==> src/rtl/dither_pkg.sv <==
package dither_pkg;
  typedef enum logic {
    DIR_DOWN = 1'b0,
    DIR_UP   = 1'b1
  } dir_e;
endpackage

==> src/rtl/dither_divider.sv <==
// Free-running divider: period count, sample strobes, period-end tick.
module dither_divider #(
  parameter int DIV_W = 5
) (
  input  logic             clk,
  input  logic             rst,
  output logic [DIV_W-1:0] cnt,
  output logic             samp_a_n,
  output logic             samp_b_n,
  output logic             period_end
);
  localparam logic [DIV_W-1:0] CNT_LAST = {DIV_W{1'b1}};

  logic [DIV_W-1:0] cnt_q;
  logic [DIV_W-1:0] cnt_nxt;
  logic             a_nxt_n;
  logic             b_nxt_n;

  // Strobes are decoded from the next count and registered, so each one lines up with the count it belongs to.
  always_comb begin
    cnt_nxt = cnt_q + 1'b1;
    a_nxt_n = ~(cnt_nxt[DIV_W-1] & cnt_nxt[DIV_W-2] & ~cnt_nxt[DIV_W-3]);
    b_nxt_n = ~(cnt_nxt[DIV_W-1] & cnt_nxt[DIV_W-2] & cnt_nxt[DIV_W-3]
                & ~cnt_nxt[DIV_W-4]);
  end

  always_ff @(posedge clk) begin
    if (rst) begin
      cnt_q    <= '0;
      samp_a_n <= 1'b1;
      samp_b_n <= 1'b1;
    end else begin
      cnt_q    <= cnt_nxt;
      samp_a_n <= a_nxt_n;
      samp_b_n <= b_nxt_n;
    end
  end

  assign cnt        = cnt_q;
  assign period_end = (cnt_q == CNT_LAST);
endmodule

==> src/rtl/dither_dir_mem.sv <==
// Direction memory: keep on rise, reverse on fall.
module dither_dir_mem
  import dither_pkg::*;
(
  input  logic clk,
  input  logic rst,
  input  logic period_end,
  input  logic hold,
  input  logic pwr_rise,
  output dir_e dir_q,
  output dir_e dir_nxt
);
  always_comb begin
    dir_nxt = pwr_rise ? dir_q : dir_e'(~dir_q);
  end

  always_ff @(posedge clk) begin
    if (rst) begin
      dir_q <= DIR_UP;
    end else if (period_end && !hold) begin
      dir_q <= dir_nxt;
    end
  end
endmodule

==> src/rtl/dither_step_reg.sv <==
// Registered step command and step-enable with global override.
module dither_step_reg
  import dither_pkg::*;
(
  input  logic clk,
  input  logic rst,
  input  logic period_end,
  input  logic hold,
  input  dir_e dir_nxt,
  output logic step_up,
  output logic step_en
);
  always_ff @(posedge clk) begin
    if (rst || hold) begin
      step_up <= 1'b0;
      step_en <= 1'b0;
    end else begin
      step_en <= period_end;
      if (period_end) begin
        step_up <= (dir_nxt == DIR_UP);
      end
    end
  end
endmodule

==> src/rtl/dither_dir_ctrl.sv <==
module dither_dir_ctrl
  import dither_pkg::*;
#(
  parameter int DIV_W = 5
) (
  input  logic clk,
  input  logic rst,
  input  logic pwr_rise,
  input  logic global_run,
  output logic samp_a_n,
  output logic samp_b_n,
  output logic base_clk,
  output logic step_up,
  output logic step_en
);
  logic [DIV_W-1:0] cnt_w;
  logic             period_end_w;
  dir_e             dir_w;
  dir_e             dir_nxt_w;

  dither_divider #(.DIV_W(DIV_W)) u_div (
    .clk        (clk),
    .rst        (rst),
    .cnt        (cnt_w),
    .samp_a_n   (samp_a_n),
    .samp_b_n   (samp_b_n),
    .period_end (period_end_w)
  );

  dither_dir_mem u_mem (
    .clk        (clk),
    .rst        (rst),
    .period_end (period_end_w),
    .hold       (global_run),
    .pwr_rise   (pwr_rise),
    .dir_q      (dir_w),
    .dir_nxt    (dir_nxt_w)
  );

  dither_step_reg u_step (
    .clk        (clk),
    .rst        (rst),
    .period_end (period_end_w),
    .hold       (global_run),
    .dir_nxt    (dir_nxt_w),
    .step_up    (step_up),
    .step_en    (step_en)
  );

  assign base_clk = cnt_w[DIV_W-1];
endmodule

==> config.mk <==
export PLATFORM = sky130hd
export DESIGN_NAME = dither_dir_ctrl
export DESIGN_NICKNAME = d
export VERILOG_FILES = /design/src/rtl/dither_pkg.sv /design/src/rtl/dither_divider.sv /design/src/rtl/dither_dir_mem.sv /design/src/rtl/dither_step_reg.sv /design/src/rtl/dither_dir_ctrl.sv
export SDC_FILE = /design/constraint.sdc
export NUM_CORES = 1
export LEC_CHECK = 0
export ABC_AREA = 1
export BUFFER_PORTS_ARGS = -buffer_cell sky130_fd_sc_hd__buf_2
export CORE_AREA = 4 4 41 43
export CTS_BUF_LIST = sky130_fd_sc_hd__clkbuf_8
export DETAILED_ROUTE_END_ITERATION = 6
export DIE_AREA = 0 0 45 47
export MAX_ROUTING_LAYER = met4
export PLACE_DENSITY = 0.62
export SLEW_MARGIN = 20
export SYNTH_ARGS = -nofsm -noshare
export SYNTH_HDL_FRONTEND = slang
export SYNTH_SLANG_ARGS = --single-unit
==> constraint.sdc <==
create_clock -name clk -period 1.2 [get_ports clk]
set_input_delay 0.06 -clock clk [delete_from_list [all_inputs] [get_ports clk]]
set_output_delay 0.06 -clock clk [all_outputs]
set_load 0.05 [all_outputs]
==> reports/summary.txt, run 1 <==
Outcome: complete, no violations
Gr ovfl total: 0
Syn avg cell area: 7.097 sq um
Maximum clock path buffer count: 2
Clk_lat worst skew: 240 ps
CP arrival: 1330 ps
Yosys top cell area share: 48.63%
Starting DRT DRC Count: 2
Port buffer count: 8
Share of post-route cells with drive strength above 1: 36.36%
Mapped Area: 411.6 sq um
Antenna cell count: 0
Initial DRT Pass Iterations: 4
Worst-path clk slew: 50 ps
GR Util All Layers: 10.56%
Crit path max fanout: 2
Post-synth top area cell: dfxtp_1
Min Clock Period, post-route: 1194 ps
Fmax: 0.8374 GHz
Core area: 0.001301 sq mm
Final WS setup: 5.832 ps
Clk_skew: 1.574 ps
DIE WIDTH: 45 um
Hold WS: 80.46 ps
Post-synthesis net count: 64
Synthesis-to-finish area growth: 53.50%
# clock sinks: 10
Post-CTS Hold Buffers: 0
Via count: 396
Synth unique cells: 10
Worst-Margin Slew: 249.0 ps
Io pins: 9
Worst relative slew slack: 83.51%
Final worst-path cycle share: 99.51%
Row count: 13
Count of final setup violators: 0
Mapped Cells: 58
Number of remaining DRC errors: 0
Die ar.: 0.002115 sq mm
Register bit total from synthesis: 10
Routed wire per std cell: 9.902 um
First-pass GRT wire length: 1.497 mm
TritonCTS clock tree: yes
WP data required: 1340 ps
Height of the die: 47 um
Static Leakage: 0.0003321 uW
Routed Antenna Nets: 0
Setup CP Type: reg -> reg
Initial Util: 31.63%
Worst VDD drop: 0.0006654 V
Final HPWL DP: 591.3 um
Worst hold path type: in -> reg
Routed wire length: 911 um
Vias in the first global route: 365
Total of max-cap violations: 0
Synth area leaders: dfxtp_1 (49%), nand2_1 (16%), inv_1 (11%)
CP Capture Type: flip-flop
Largest net degree at the start of global routing: 8
RSZ-0062 raised after global routing: yes
Vias per cell: 4.304
PwrDens: 1331 mW/mm^2
CTS buffer count: 3
RePlAce Congestion: 0.7606
Yosys warns: 0
NumNets Final: 84
Setup slack after placement: -57.62 ps
CP startpoint kind: flip-flop
Clock root buffer: clkbuf_8
Final Hold Fails: 0
CTS H-tree lvls: 1
Post-synthesis sequential area ratio: 48.63%
Initial antenna violation count: 0
Slew Limit Fails: 0
[kinds of logic after synthesis]
family          Yosys count  synth area share [%]
fa+ha+maj                 2                 6.078
buf+inv                  12                 10.94
simple gates             32                 31.91
compound gates            2                 2.429
flops                    10                 48.63
[through the flow]
stage | TNS, ps | util (%) | area (sq um) | power (uW) | instances
global placement | -44.38 | 40.38 | 525.5 | 408.6 | 86
finish | 0 | 48.56 | 631.9 | 841.1 | 92
detailed placement | -74.31 | 40.38 | 525.5 | 410.3 | 86
global route | -130.6 | 48.56 | 631.9 | 879.0 | 92
floorplan | -5.143 | - | 429.2 | 383.8 | 58
CTS | -6.505 | 45.67 | 594.3 | 840.9 | 91
[Yosys cell counts]
cell type  instances
nand2_1           17
inv_1             12
dfxtp_1           10
nor2_1             9
nand3_1            3
ha_1               2
nand4_1            2
a21oi_1            1
nor2_2             1
o21ai_0            1
[report_power, final]
part | switching, uW | internal (uW)
clock | 143 | 289
combinational | 32.0 | 26.2
sequential | 8.49 | 343
total | 183 | 658
[cells in the final DEF (no fill, tap or decap), types with 2 or more instances in the layout]
cell and n:
ha_4 2, dfxtp_2 2, nor2_1 8, nand2_1 15, clkbuf_8 4, dfxtp_1 8
nand2_4 2, buf_4 7, nand3_1 3, inv_1 12, buf_2 8, nand4_1 2
[cell type report]
class	count	area, sq um
fillers	132	669.4
multi-input cells	36	217.7
flip-flops and latches	10	202.7
repair buffers	15	92.59
clock buffers	4	55.05
inverters	12	45.04
well taps	15	18.77
[routing by layer]
layer	up-vias	track usage, %	wire (um)
met4	0	10.53	36
met3	5	1.149	44
met1	167	12.16	383
met5	-	-	0
li1	214	-	-
met2	10	15.54	447
[state kept, by name (all words and copies together) (netlist names)]
name / count
u_div.cnt: 5
u_div.samp_a_n: 1
u_div.samp_b_n: 1
u_mem.dir_q: 1
u_step.step_en: 1
u_step.step_up: 1
[worst max-delay path: stages, from the launching register on]
cell     delay [ps]
dfxtp_2         330
ha_4            170
nand2_4          70
nor2_4           40
ha_4            270
nand3_1          70
nor2_1           90
nand2_1          50
[path summary, 6_finish.rpt]
path / start / to / slack [ps] / depth (start not counted)
setup / recovery: u_div.cnt[1]$_SDFF_PP0_ / u_div.samp_b_n$_SDFF_PP1_ / 6 / 7
hold / removal: rst / u_div.cnt[0]$_SDFF_PP0_ / 80 / 2
setup reg to reg: u_div.cnt[1]$_SDFF_PP0_ / u_div.samp_b_n$_SDFF_PP1_ / 6 / 7
hold reg to reg: u_mem.dir_q$_SDFFE_PP1P_ / u_mem.dir_q$_SDFFE_PP1P_ / 510 / 2
[timing repair]
| item | 4_1_cts | 5_1_grt |
|---|---|---|
| pin swaps | 7 | 4 |
| buffers inserted | 1 | 1 |
| resized for setup | 2 | 5 |
| setup endpoints to repair | 3 | 5 |
Note: power is estimated with default switching activity, not from simulation.
==> inputs of run 2 (changes only) <==
SETUP_SLACK_MARGIN = 0.2   (was not set)
==> run 2 against run 1 <==
Effect of this change:
- first-iteration DRC count fell by 50%
- register-to-register slack is essentially flat
- critical endpoint unchanged
- sequential cell count did not move
- via count fell by 1.0%
- non-clock buffer count stayed put
- cell area is 2.4% higher
- sequential power hardly changed
- critical path depth unchanged
==> reports/summary.txt, run 2 (same netlist as run 1, synthesis figures left out) <==
Non-Filler Instances: 92
Count of final setup violators: 0
Worst-path clk slew: 50 ps
Port buffer count: 8
CP Cell Sequence: ha_4 -> nand2_4 -> nor2_4 -> ha_4 -> nand3_1 -> nor2_1 -> nand2_1
Routed Antenna Nets: 0
GR Util All Layers: 9.106%
Reg area: 203.9 sq um
WP data required: 1330 ps
Routed wire length: 773 um
Via count: 392
RSZ-0062 raised after global routing: yes
Static Leakage: 0.0003346 uW
Footprint of the multi-input gates: 227.7 sq um
# clock sinks: 10
Worst VDD drop: 0.0009209 V
TritonCTS clock tree: yes
Placed cell areas: 519.2 sq um
Gr ovfl total: 0
Vias per cell: 4.261
First-pass GRT wire length: 1.214 mm
CP most frequent cell: ha_4
Maximum clock path buffer count: 2
Setup CP Type: reg -> reg
Most frequent cells in the layout: nand2_1 (14), inv_1 (11), buf_2 (8)
CP Capture Type: flip-flop
CTS buffer count: 3
Slowest stage delay, CP: 330 ps
CTS H-tree lvls: 1
Clk_skew: 1.163 ps
Row count: 13
Outcome: complete, no violations
Worst hold path type: in -> reg
R2r setup slk: 20 ps
Largest net degree at the start of global routing: 8
Max FFs per register: 5
Routed wire per std cell: 8.402 um
Fmax: 0.8453 GHz
Antenna cell count: 0
Final worst-path cycle share: 98.58%
Height of the die: 47 um
RePlAce Congestion: 0.7042
Core area: 0.001301 sq mm
NumNets Final: 84
Total of max-cap violations: 0
Crit path max fanout: 2
Initial antenna violation count: 0
Vias in the first global route: 316
Io pins: 9
Initial DRT Pass Iterations: 3
Die ar.: 0.002115 sq mm
Initial Util: 31.63%
Share of post-route cells with drive strength above 1: 42.86%
Cell family with most CP delay: adder cells
Final TNS setup: 0 ps
Fill count: 140
Clk_lat worst skew: 230 ps
Crit-path slowest cell: dfxtp_2
Final HPWL DP: 553.7 um
Bufs and invs on worst path: 0
Worst relative slew slack: 83.61%
Most common cell after layout, fill and taps aside: nand2_1
Clock root buffer: clkbuf_8
DIE WIDTH: 45 um
Final Util: 49.71%
PwrDens: 1275 mW/mm^2
Final Hold Fails: 0
Number of remaining DRC errors: 0
Synthesis-to-finish area growth: 57.14%
Starting DRT DRC Count: 1
Final instance area: 646.9 sq um
Placed Cells: 85
Min Clock Period, post-route: 1183 ps
CP arrival: 1310 ps
CP startpoint kind: flip-flop
Worst-Margin Slew: 247.5 ps
Slew Limit Fails: 0
Hold WS: 72.26 ps
[run 2: area by class of cell]
class                           count  share of cell area (%)
Multi-Input combinational cell     36                   35.20
Sequential cell                    10                   31.53
Timing Repair Buffer               15                   14.89
Clock buffer                        4                   8.511
Inverter                           12                   6.963
Tap cell                           15                   2.901
[run 2: worst paths after layout]
check / from / to / cells after the start
setup / recovery: u_div.cnt[1]$_SDFF_PP0_ / u_div.samp_b_n$_SDFF_PP1_ / 7
hold / removal: rst / u_div.cnt[0]$_SDFF_PP0_ / 2
setup reg to reg: u_div.cnt[1]$_SDFF_PP0_ / u_div.samp_b_n$_SDFF_PP1_ / 7
hold reg to reg: u_mem.dir_q$_SDFFE_PP1P_ / u_mem.dir_q$_SDFFE_PP1P_ / 2
[run 2: report_power, final]
group	switching (uW)	internal [uW]	total (uW)
Sequential	7.85	343	351
Clock	128	288	416
Combinational	31.8	26.4	58.2
Total	168	657	825
[run 2: stage by stage]
step	setup slack, ps	total power, uW
final	17.03	824.9
after global routing	-35.35	868.2
after CTS	-11.51	827.6
after detailed placement	-15.70	410.5
after global placement	0.2391	409.5
after floorplan	14.28	383.5
[run 2: metal layers]
metal	wire [um]	global-route usage, %	part of all wire (%)
met5	0	-	0
met4	14	7.018	1.8
met3	64	5.747	8.3
met2	377	12.43	49
met1	317	9.238	41
[run 2: timing repair]
action,CTS,global route
hold buffers,0,0
endpoints found under the setup margin,6,7
setup buffers,1,2
gates resized for setup,0,13
pin swaps,5,7
